File: src/rtl/ssc_pkg.sv
package ssc_pkg;

    localparam int DATA_W   = 32;
    localparam int NUM_REGS = 6;

    // Word indices of the register frame
    localparam int REG_CTRL = 0;
    localparam int REG_STAT = 1;
    localparam int REG_CLO  = 2;
    localparam int REG_CHI  = 3;
    localparam int REG_SCA  = 4;
    localparam int REG_SCB  = 5;

    localparam int CTRL_W = 5;

    typedef struct packed {
        logic slverr_en;
        logic irq_en;
        logic scale_en;
        logic halt_en;
        logic cnt_en;
    } ctrl_t;

    typedef enum logic [1:0] {
        SRC_BAD_LO = 2'd0,
        SRC_A      = 2'd1,
        SRC_B      = 2'd2,
        SRC_BAD_HI = 2'd3
    } clk_src_e;

endpackage

File: src/rtl/ssc_apb_decode.sv
module ssc_apb_decode #(
    parameter int   ADDR_W   = 12,
    parameter int   NUM_REGS = 6,
    parameter logic FRAME_NS = 1'b0
) (
    input  logic                psel,
    input  logic                penable,
    input  logic                pwrite,
    input  logic [ADDR_W-1:0]   paddr,
    input  logic                acc_nonsec,
    output logic                sec_err,
    output logic                dec_err,
    output logic [NUM_REGS-1:0] wr_sel,
    output logic [NUM_REGS-1:0] rd_sel
);
    localparam int IDX_W = ADDR_W - 2;

    logic             access;
    logic             dom_ok;
    logic             aligned;
    logic             known;
    logic [IDX_W-1:0] idx;

    assign access  = psel & penable;
    assign dom_ok  = (acc_nonsec == FRAME_NS);
    assign aligned = (paddr[1:0] == 2'b00);
    assign idx     = paddr[ADDR_W-1:2];
    assign known   = aligned & (idx < IDX_W'(NUM_REGS));

    assign sec_err = access & ~dom_ok;
    assign dec_err = access & dom_ok & ~known;

    for (genvar g = 0; g < NUM_REGS; g++) begin : g_sel
        logic hit;
        assign hit       = access & dom_ok & aligned & (idx == IDX_W'(g));
        assign wr_sel[g] = hit & pwrite;
        assign rd_sel[g] = hit & ~pwrite;
    end

endmodule

File: src/rtl/ssc_scale_bank.sv
module ssc_scale_bank #(
    parameter int             NUM_SRC = 2,
    parameter int             W       = 32,
    parameter logic [W-1:0]   RST_VAL = 32'h0100_0000
) (
    input  logic                        clk,
    input  logic                        rst_n,
    input  logic [NUM_SRC-1:0]          wr_en,
    input  logic                        allow,
    input  logic [W-1:0]                wdata,
    output logic [NUM_SRC-1:0][W-1:0]   scale_o
);
    logic [NUM_SRC-1:0][W-1:0] scale_d;
    logic [NUM_SRC-1:0][W-1:0] scale_q;

    always_comb begin
        scale_d = scale_q;
        for (int i = 0; i < NUM_SRC; i++) begin
            if (wr_en[i] && allow) begin
                scale_d[i] = wdata;
            end
        end
    end

    always_ff @(posedge clk or negedge rst_n) begin
        if (!rst_n) begin
            for (int i = 0; i < NUM_SRC; i++) begin
                scale_q[i] <= RST_VAL;
            end
        end else begin
            scale_q <= scale_d;
        end
    end

    assign scale_o = scale_q;

endmodule

File: src/rtl/ssc_count_core.sv
module ssc_count_core #(
    parameter int CNT_W  = 64,
    parameter int DW     = 32,
    parameter int INT_W  = 8,
    parameter int FRAC_W = 24
) (
    input  logic                      clk,
    input  logic                      rst_n,
    input  logic                      step,
    input  logic                      scaled,
    input  logic [INT_W+FRAC_W-1:0]   inc,
    input  logic                      ld_lo,
    input  logic                      ld_hi,
    input  logic [DW-1:0]             wdata,
    output logic [CNT_W-1:0]          cnt_o
);
    localparam int INC_W = INT_W + FRAC_W;
    localparam int HI_W  = CNT_W - DW;

    typedef struct packed {
        logic [CNT_W-1:0]  cnt;
        logic [FRAC_W-1:0] frac;
    } core_t;

    core_t             st_d;
    core_t             st_q;
    logic [FRAC_W:0]   fsum;
    logic [CNT_W-1:0]  delta;

    always_comb begin
        st_d  = st_q;
        fsum  = {1'b0, st_q.frac} + {1'b0, inc[FRAC_W-1:0]};
        delta = CNT_W'(inc[INC_W-1:FRAC_W]) + CNT_W'(fsum[FRAC_W]);
        // a load wins over a tick in the same cycle
        if (ld_lo) begin
            st_d.cnt[DW-1:0] = wdata;
            st_d.frac        = '0;
        end else if (ld_hi) begin
            st_d.cnt[CNT_W-1:DW] = wdata[HI_W-1:0];
            st_d.frac            = '0;
        end else if (step) begin
            if (scaled) begin
                st_d.cnt  = st_q.cnt + delta;
                st_d.frac = fsum[FRAC_W-1:0];
            end else begin
                st_d.cnt  = st_q.cnt + CNT_W'(1);
            end
        end
    end

    always_ff @(posedge clk or negedge rst_n) begin
        if (!rst_n) begin
            st_q <= '0;
        end else begin
            st_q <= st_d;
        end
    end

    assign cnt_o = st_q.cnt;

endmodule

File: src/rtl/scaled_sys_counter.sv
module scaled_sys_counter
    import ssc_pkg::*;
#(
    parameter int                  ADDR_W    = 12,
    parameter int                  CNT_W     = 64,
    parameter int                  INT_W     = 8,
    parameter int                  FRAC_W    = 24,
    parameter logic                FRAME_NS  = 1'b0,
    parameter logic [DATA_W-1:0]   SCALE_RST = 32'h0100_0000
) (
    input  logic                pclk,
    input  logic                presetn,
    input  logic                psel,
    input  logic                penable,
    input  logic                pwrite,
    input  logic [ADDR_W-1:0]   paddr,
    input  logic [DATA_W-1:0]   pwdata,
    input  logic                acc_nonsec_i,
    output logic [DATA_W-1:0]   prdata,
    output logic                pready,
    output logic                pslverr,
    input  logic                tick_i,
    input  logic                dbg_halt_i,
    input  logic [1:0]          clk_src_i,
    input  logic                scale_wr_any_i,
    output logic [CNT_W-1:0]    count_o,
    output logic                irq_o
);
    localparam int NUM_SRC = 2;
    localparam int INC_W   = INT_W + FRAC_W;
    localparam int HI_W    = CNT_W - DATA_W;

    typedef struct packed {
        ctrl_t ctrl;
        logic  pend;
    } top_t;

    top_t                              st_d;
    top_t                              st_q;
    logic                              sec_err_w;
    logic                              dec_err_w;
    logic [NUM_REGS-1:0]               wr_sel_w;
    logic [NUM_REGS-1:0]               rd_sel_w;
    logic                              stat_clr_w;
    logic                              cnt_ld_w;
    logic                              halted_w;
    logic                              src_ok_w;
    logic                              step_w;
    logic [INC_W-1:0]                  inc_w;
    logic [NUM_SRC-1:0][DATA_W-1:0]    scale_w;
    logic [DATA_W-1:0]                 rdata_w;

    ssc_apb_decode #(
        .ADDR_W   (ADDR_W),
        .NUM_REGS (NUM_REGS),
        .FRAME_NS (FRAME_NS)
    ) u_dec (
        .psel       (psel),
        .penable    (penable),
        .pwrite     (pwrite),
        .paddr      (paddr),
        .acc_nonsec (acc_nonsec_i),
        .sec_err    (sec_err_w),
        .dec_err    (dec_err_w),
        .wr_sel     (wr_sel_w),
        .rd_sel     (rd_sel_w)
    );

    ssc_scale_bank #(
        .NUM_SRC (NUM_SRC),
        .W       (DATA_W),
        .RST_VAL (SCALE_RST)
    ) u_scale (
        .clk     (pclk),
        .rst_n   (presetn),
        .wr_en   ({wr_sel_w[REG_SCB], wr_sel_w[REG_SCA]}),
        .allow   (scale_wr_any_i | ~st_q.ctrl.cnt_en),
        .wdata   (pwdata),
        .scale_o (scale_w)
    );

    // clock-source selection of the increment
    always_comb begin
        src_ok_w = 1'b0;
        inc_w    = scale_w[0][INC_W-1:0];
        case (clk_src_i)
            SRC_A: begin
                src_ok_w = 1'b1;
                inc_w    = scale_w[0][INC_W-1:0];
            end
            SRC_B: begin
                src_ok_w = 1'b1;
                inc_w    = scale_w[1][INC_W-1:0];
            end
            default: begin
                src_ok_w = 1'b0;
            end
        endcase
    end

    assign halted_w   = st_q.ctrl.halt_en & dbg_halt_i;
    assign step_w     = tick_i & st_q.ctrl.cnt_en & ~halted_w
                        & (~st_q.ctrl.scale_en | src_ok_w);
    assign cnt_ld_w   = wr_sel_w[REG_CLO] | wr_sel_w[REG_CHI];
    assign stat_clr_w = wr_sel_w[REG_STAT] & pwdata[1];

    ssc_count_core #(
        .CNT_W  (CNT_W),
        .DW     (DATA_W),
        .INT_W  (INT_W),
        .FRAC_W (FRAC_W)
    ) u_core (
        .clk    (pclk),
        .rst_n  (presetn),
        .step   (step_w),
        .scaled (st_q.ctrl.scale_en),
        .inc    (inc_w),
        .ld_lo  (wr_sel_w[REG_CLO]),
        .ld_hi  (wr_sel_w[REG_CHI]),
        .wdata  (pwdata),
        .cnt_o  (count_o)
    );

    // control and pending flag next state
    always_comb begin
        st_d = st_q;
        if (wr_sel_w[REG_CTRL]) begin
            st_d.ctrl = ctrl_t'(pwdata[CTRL_W-1:0]);
        end
        // a new error wins over a clear
        if (sec_err_w || dec_err_w) begin
            st_d.pend = 1'b1;
        end else if (stat_clr_w) begin
            st_d.pend = 1'b0;
        end
    end

    always_ff @(posedge pclk or negedge presetn) begin
        if (!presetn) begin
            st_q <= '0;
        end else begin
            st_q <= st_d;
        end
    end

    // read path: zero unless a decoded, domain-matched read
    always_comb begin
        rdata_w = '0;
        if (rd_sel_w[REG_CTRL]) begin
            rdata_w = DATA_W'(st_q.ctrl);
        end
        if (rd_sel_w[REG_STAT]) begin
            rdata_w = DATA_W'({scale_wr_any_i, clk_src_i, st_q.pend, halted_w});
        end
        if (rd_sel_w[REG_CLO]) begin
            rdata_w = count_o[DATA_W-1:0];
        end
        if (rd_sel_w[REG_CHI]) begin
            rdata_w = DATA_W'(count_o[CNT_W-1:CNT_W-HI_W]);
        end
        if (rd_sel_w[REG_SCA]) begin
            rdata_w = scale_w[0];
        end
        if (rd_sel_w[REG_SCB]) begin
            rdata_w = scale_w[1];
        end
    end

    assign prdata  = rdata_w;
    assign pready  = 1'b1;
    assign pslverr = sec_err_w & st_q.ctrl.slverr_en;
    assign irq_o   = st_q.pend & st_q.ctrl.irq_en;

endmodule

File: config.mk
export PLATFORM = sky130hd
export DESIGN_NAME = scaled_sys_counter
export DESIGN_NICKNAME = d
export VERILOG_FILES = /design/src/rtl/ssc_pkg.sv /design/src/rtl/ssc_apb_decode.sv /design/src/rtl/ssc_scale_bank.sv /design/src/rtl/ssc_count_core.sv /design/src/rtl/scaled_sys_counter.sv
export SDC_FILE = /design/constraint.sdc
export NUM_CORES = 1
export LEC_CHECK = 0
export BUFFER_PORTS_ARGS = -buffer_cell sky130_fd_sc_hd__buf_4
export CAP_MARGIN = 20
export CORE_ASPECT_RATIO = 1.25
export CORE_MARGIN = 4
export CORE_UTILIZATION = 45
export CTS_BUF_LIST = sky130_fd_sc_hd__clkbuf_8
export DETAILED_ROUTE_END_ITERATION = 7
export PLACE_DENSITY = 0.76
export SKIP_CTS_REPAIR_TIMING = 1
export SKIP_LAST_GASP = 1
export SLEW_MARGIN = 10
export SYNTH_ARGS = -nofsm -noshare
export SYNTH_HDL_FRONTEND = slang
export SYNTH_SLANG_ARGS = --single-unit
File: constraint.sdc
create_clock -name pclk -period 5.2 [get_ports pclk]
set_input_delay 1.04 -clock pclk [delete_from_list [all_inputs] [get_ports pclk]]
set_output_delay 1.04 -clock pclk [all_outputs]
set_load 0.01 [all_outputs]
==> results of run 1 <==
## cell usage after synthesis (3+ instances only)
cell type and count:
dfrtp_1 156, nor2_1 129, a21oi_1 108, mux2_2 96
nand2_1 79, buf_4 65, xnor2_1 57, clkbuf_1 46
ha_1 36, mux2i_1 34, nand3_1 34, a21o_1 29
o21ai_0 28, inv_1 25, a211oi_1 22, a222oi_1 16
nor3_1 14, a31oi_1 12, and3_1 12, nor2b_1 12
nor4_1 11, o22ai_1 11, xor2_1 11, buf_1 10
o21a_1 10, and2_1 9, nand4_1 9, buf_2 7
or3_1 7, a2111oi_2 6, and4_1 6, nand2b_1 6
or2_2 5, mux4_2 4, nor4bb_1 4, o211ai_1 4
o2bb2ai_1 4, o31ai_1 4, a21boi_0 3, nor3b_1 3
nor4_2 3
## metal layers
| metal | share of wire [%] | vias up | GRT usage, % | wire (microns) |
|---|---|---|---|---|
| li1 | - | 4662 | - | - |
| met1 | 38 | 5098 | 31.6 | 14200 |
| met2 | 49 | 511 | 43.8 | 18300 |
| met3 | 7.3 | 122 | 4.57 | 2700 |
| met4 | 5.0 | 0 | 12.3 | 1870 |
| met5 | 0 | - | 0 | 0 |
## power by group through the flow
stage / clock (mW) / combinational [mW] / sequential, mW
floorplan: 0 / 0.0366 / 1.25
global placement: 0 / 0.123 / 1.25
detailed placement: 0 / 0.125 / 1.25
CTS: 1.04 / 0.125 / 1.23
global route: 1.09 / 0.136 / 1.23
finish: 1.04 / 0.127 / 1.23
## worst max-delay path, stage by stage
cell and delay, ns:
buf_8 0.11, clkinv_8 0.04, ha_4 0.16, mux2_4 0.33, ha_4 0.17, fa_2 0.37
a211oi_4 0.25, o31ai_4 0.11, o211ai_1 0.25, a211o_1 0.23, a31oi_2 0.10, o211ai_1 0.17
nand2_1 0.14, ha_4 0.28, nand2b_4 0.12, ha_4 0.14, inv_2 0.04, fa_2 0.38
nor2b_4 0.15, o21ai_2 0.09, a21boi_2 0.21, o211ai_4 0.17, buf_12 0.19, a2111oi_4 0.35
xnor2_1 0.19, a21oi_1 0.09
## through the flow
step | cell area, sq um | setup slack (ns) | TNS (ns) | util [%] | instances
after global routing | 14300 | -0.497 | -21.69 | 58.5 | 1715
after detailed placement | 13500 | -1.05 | -51.15 | 55.0 | 1671
after global placement | 13500 | -0.959 | -46.59 | 55.0 | 1671
after floorplan | 11800 | -0.679 | -30.07 | - | 1201
final | 14300 | -0.303 | -11.92 | 58.5 | 1715
after CTS | 13900 | -0.556 | -22.38 | 56.7 | 1703
## state kept, by name (all words and copies together), names as in the netlist
signal	cells
u_core.st_q	24
u_core.cnt_o	64
st_q	6
u_scale.scale_o	64
## cell type report
| class | instances | area share (%) |
|---|---|---|
| Clock inverter | 15 | 1.39 |
| Clock buffer | 17 | 1.63 |
| Tap cell | 330 | 2.88 |
| Timing Repair Buffer | 281 | 16.0 |
| Sequential cell | 158 | 27.6 |
| Multi-Input combinational cell | 889 | 49.7 |
| Inverter | 25 | 0.742 |
## cell families after synthesis
logic type	after synthesis
AO/OA/AOI/OAI	288
XOR/XNOR	68
adder cells (fa/ha/maj)	38
buffers and inverters	154
flip-flops	158
multiplexers	134
other	1
AND/OR/NAND/NOR	360
## final timing paths
check                      cells past startpoint                   to  slack (ns)
max                                           26     u_core.cnt_o[22]       -0.30
min                                            2      u_core.st_q[22]        0.52
max reg2reg                                   23     u_core.cnt_o[22]        0.17
min reg2reg                                    2      u_core.st_q[22]        0.52
max in group asynchronous                      2  u_scale.scale_o[24]        3.52
min in group asynchronous                      1  u_scale.scale_o[60]        0.64
## layout by cell type (no fill, tap or decap), types with 12 or more instances in the layout
cell type	n
clkbuf_8	17
mux2_2	95
a222oi_1	16
nor4_4	13
nand3_1	32
xnor2_1	57
mux2i_1	34
a211oi_2	12
ha_4	12
nand2_1	77
buf_4	261
a21o_1	29
inv_1	23
dfrtp_1	156
nor2_1	125
a21oi_1	105
o21ai_0	24
ha_1	24
==> flow_summary.ini, run 1 <==
[logic_synthesis]
syn_inst = 1201
avgSynthCellArea_sq_um = 9.31
ys.flop_type = dfrtp_1
ys_types = 81
synth_top_cell_by_area = dfrtp_1
synth_nets = 1294
netlist_area_sq_mm = 0.0112
synth_top_family_by_area = compound AO/OA/AOI/OAI gates
yosysTopAreaCellShare_pct = 34.9
synthXorXnorAreaFrac_pct = 5.33
muxShareOfSynthArea_pct = 13.5
ys_warn_count = 0
synth_area_leaders = dfrtp_1 35%, mux2_2 9.7%, a21oi_1 4.8%
synth_compound_area_share_pct = 17.5
synth-simple-area-share_pct = 16.4
synth-edff-count = 0
synth_seq_cells = 158
ys_seq_area_share_pct = 35.4
synth-adder-area-share_pct = 4.39
synthArstFlopShare_pct = 100

[global_routing]
grt_max_degree = 90
antenna_found_initial = 0
grt_pass1_wl_microns = 55800
overflow = 0
grt_usage_pct = 25.7
grt_pass1_vias = 10200

[run]
maxCapViolCount = 0

[final_layout]
drive_above_1_share_pct = 37.1
nets = 1465
multi_input_area_sq_mm = 0.00713
syn_to_final_growth_pct = 28.3
n_antenna_cell = 0
seq_area_sq_mm = 0.00396
n_fill_cell = 2097

[timing]
setup-violations-final = 57
min_period_over_period_pct = 106
slew-limit-headroom_pct = 38.8
finalWorstSetupSlack_ns = -0.303
skew_ns = 0.0111
layout_min_cycle_time_ns = 5.50
final_max_slew_viol_count = 0
rsz0062_at_grt = yes
hold_slack_ns = 0.520
fmax_mhz = 182
worstMarginPinSlew_ns = 0.919
timing.final.hold_violations = 0

[pwr]
seq_power_share_pct = 51.4
comb_power_share_pct = 5.3
clock_power_share_pct = 43.3
ir_drop_uv = 154
p_sw_uw = 623
total_power_mw = 2.39
leakagePower_nw = 7.00
p_int_mw = 1.77
power_density_mw_per_mm2 = 167
switching_share_pct = 26.0

[clock_tree]
path_clk_slew_ns = 0.09
clock_latency_ns = 0.47
clockBufferDepth = 2
tritoncts = done
clockRootBuffer = clkbuf_8
htree_levels = 4
cts_made_buffers = 17
cts.sinks = 158

[die]
die_h_microns = 184
die_w_microns = 149
dieArea_sq_mm = 0.0274
initial_core_util_pct = 45.6
core-area_sq_mm = 0.0245
rows = 64
pin_count = 154

[min_path]
worstHoldStart = u_core.st_q[22]
min_path_type = reg -> reg

[setup_path]
r2r_start = u_scale.scale_o[0]
critical_path_class = in -> reg
cp-startpoint = clk_src_i[0]
cp-end-kind = flip-flop
cp-start-kind = input port
arrival_ns = 5.86
critPathMaxFanout = 7
required_ns = 5.56

[routing]
drc_errors = 10
viasPerCell = 6.06
drt_pass1_iterations = 8
routedWlPerCell_microns = 21.6
detail-route-antenna-nets = 0
via_count = 10400
drtIter0Drc = 820
wl_microns = 37100

[outcome]
outcome = complete, but fails checks
violations = design-rule violations, negative setup slack

[placed_design]
dp_hpwl_microns = 26700
port_buffers = 152
routabilityCongestion = 0.937
No activity file was read; power rests on OpenSTA's default activity.
==> run 2: changes to the inputs <==
--- a/config.mk
+++ b/config.mk
@@ -12,7 +12,8 @@
 export CORE_UTILIZATION = 45
 export CTS_BUF_LIST = sky130_fd_sc_hd__clkbuf_8
 export DETAILED_ROUTE_END_ITERATION = 7
-export PLACE_DENSITY = 0.76
+export PLACE_DENSITY = 0.67
+export RECOVER_POWER = 50
 export SKIP_CTS_REPAIR_TIMING = 1
 export SKIP_LAST_GASP = 1
 export SLEW_MARGIN = 10
==> run 2 against run 1 <==
Sequential share of layout area decreased by 0.17 points. The run ends with max-capacitance violations, max-slew violations, negative setup slack left. Cell area grew 0.64%. Combinational power about the same. Largest power group unchanged. First-iteration DRC count is 2.2% lower. Largest cell class unchanged. Die area unchanged.
==> flow_summary.ini, run 2 (synthesis results as in run 1) <==
[global_routing]
gr-max-usage-layer = met2
grt.met1_usage_pct = 33.7
grt_max_degree = 91
grt_usage_pct = 26.0
grt_pass1_vias = 9905
grt_pass1_wl_microns = 55700
overflow = 0
antenna_found_initial = 0
use_met2_pct = 44.7
met3_usage_pct = 3.81

[timing]
slew-limit-headroom_pct = -61.8
fmax_mhz = 179
hold_slack_ns = 0.532
final_max_slew_viol_count = 123
finalWorstSetupSlack_ns = -0.395
worstMarginPinSlew_ns = 2.43
min_period_over_period_pct = 108
rsz0062_at_grt = yes
setup-violations-final = 56
timing.final.hold_violations = 0
layout_min_cycle_time_ns = 5.60
skew_ns = 0.0106

[final_layout]
nets = 1485
n_fill_cell = 2200
n_antenna_cell = 0
mostFrequentLayoutCell = buf_4
multi_input_area_sq_mm = 0.00723
syn_to_final_growth_pct = 29.1
postLayoutCoreUtil_pct = 58.9
drive_above_1_share_pct = 37.4
final_cell_mix = 260 x buf_4, 156 x dfrtp_1, 124 x nor2_1
seq_area_sq_mm = 0.00396
stdcell_count = 1735

[die]
initial_core_util_pct = 45.6
die_h_microns = 184
rows = 64
core-area_sq_mm = 0.0245
pin_count = 154
dieArea_sq_mm = 0.0274
die_w_microns = 149

[setup_path]
critical_path_class = in -> reg
arrival_ns = 5.90
cp-end-kind = flip-flop
critPathMaxFanout = 7
cp-start-kind = input port
required_ns = 5.51

[routing]
via_count = 10200
drc_errors = 0
drt_pass1_iterations = 6
detail-route-antenna-nets = 0
viasPerCell = 5.87
wl_microns = 36700
routedWlPerCell_microns = 21.2
drtIter0Drc = 802

[clock_tree]
cts.sinks = 158
tritoncts = done
path_clk_slew_ns = 0.09
clockRootBuffer = clkbuf_8
cts_made_buffers = 17
clockBufferDepth = 2
clock_latency_ns = 0.47
htree_levels = 4

[pwr]
leakagePower_nw = 6.98
total_power_mw = 2.25
ir_drop_uv = 158
power_density_mw_per_mm2 = 156

[placed_design]
dp_hpwl_microns = 26400
port_buffers = 152
routabilityCongestion = 0.933
post-place-cells = 1678

[outcome]
outcome = complete, but fails checks
violations = max-capacitance violations, max-slew violations, negative setup slack

[run]
maxCapViolCount = 2

[min_path]
min_path_type = reg -> reg
## run 2: cell types whose count changed in the layout (fill, tap and decap cells not counted), sizes merged
cell      delta
inv          -4
clkinv       +5
buf          -1
bufinv       -2
clkinvlp     -1
clkbuf      +23
## run 2: routing by layer
metal / wire (microns) / share of wire [%]
met5: 0 / 0
met4: 1070 / 2.9
met3: 2090 / 5.7
met2: 18600 / 51
met1: 15000 / 41
## run 2: path summary, 6_finish.rpt
path,start,to,slack [ns],cells after the start
setup reg to reg,u_scale.scale_o[0],u_core.cnt_o[54],0.08,23
hold / removal,u_core.st_q[14],u_core.st_q[14],0.53,2
max in group asynchronous,presetn,u_core.st_q[19],1.45,2
min in group asynchronous,presetn,u_scale.scale_o[55],1.24,1
setup / recovery,clk_src_i[0],u_core.cnt_o[54],-0.40,26
hold reg to reg,u_core.st_q[14],u_core.st_q[14],0.53,2
## run 2: where the power goes
part / internal, mW / total [mW] / switching [mW] / leakage, nW
combinational: 0.0487 / 0.127 / 0.0785 / 4.61
clock: 0.398 / 0.888 / 0.491 / 0.195
sequential: 1.23 / 1.23 / 0.00168 / 2.17
## run 2: cell type report
type | instances | area share [%]
clock buffers | 19 | 1.81
clock inverters | 13 | 0.711
inverters | 25 | 0.737
multi-input cells | 889 | 50.1
flip-flops and latches | 158 | 27.4
well taps | 330 | 2.86
repair buffers | 301 | 16.4
## run 2: critical path, stage by stage
cell	delay [ns]
buf_8	0.11
clkinv_8	0.04
ha_4	0.16
mux2_4	0.32
ha_4	0.16
fa_2	0.36
a211oi_4	0.25
o31ai_4	0.11
o211ai_1	0.26
a211o_1	0.22
a31oi_2	0.11
o211ai_1	0.20
nand2_2	0.13
ha_4	0.27
nand2b_4	0.12
ha_4	0.15
inv_2	0.04
fa_2	0.41
nor2b_4	0.15
o21ai_2	0.08
a21boi_2	0.23
o211ai_4	0.17
buf_12	0.19
a2111oi_4	0.36
xnor2_1	0.18
a21oi_1	0.09
## run 2: through the flow
step / worst slack, ns / TNS (ns) / cell area (sq um)
after floorplan: -0.679 / -30.07 / 11800
after global placement: -0.909 / -45.90 / 13500
after detailed placement: -0.964 / -49.42 / 13500
after CTS: -0.467 / -20.21 / 13900
after global routing: -0.599 / -25.10 / 14400
final: -0.395 / -11.92 / 14400
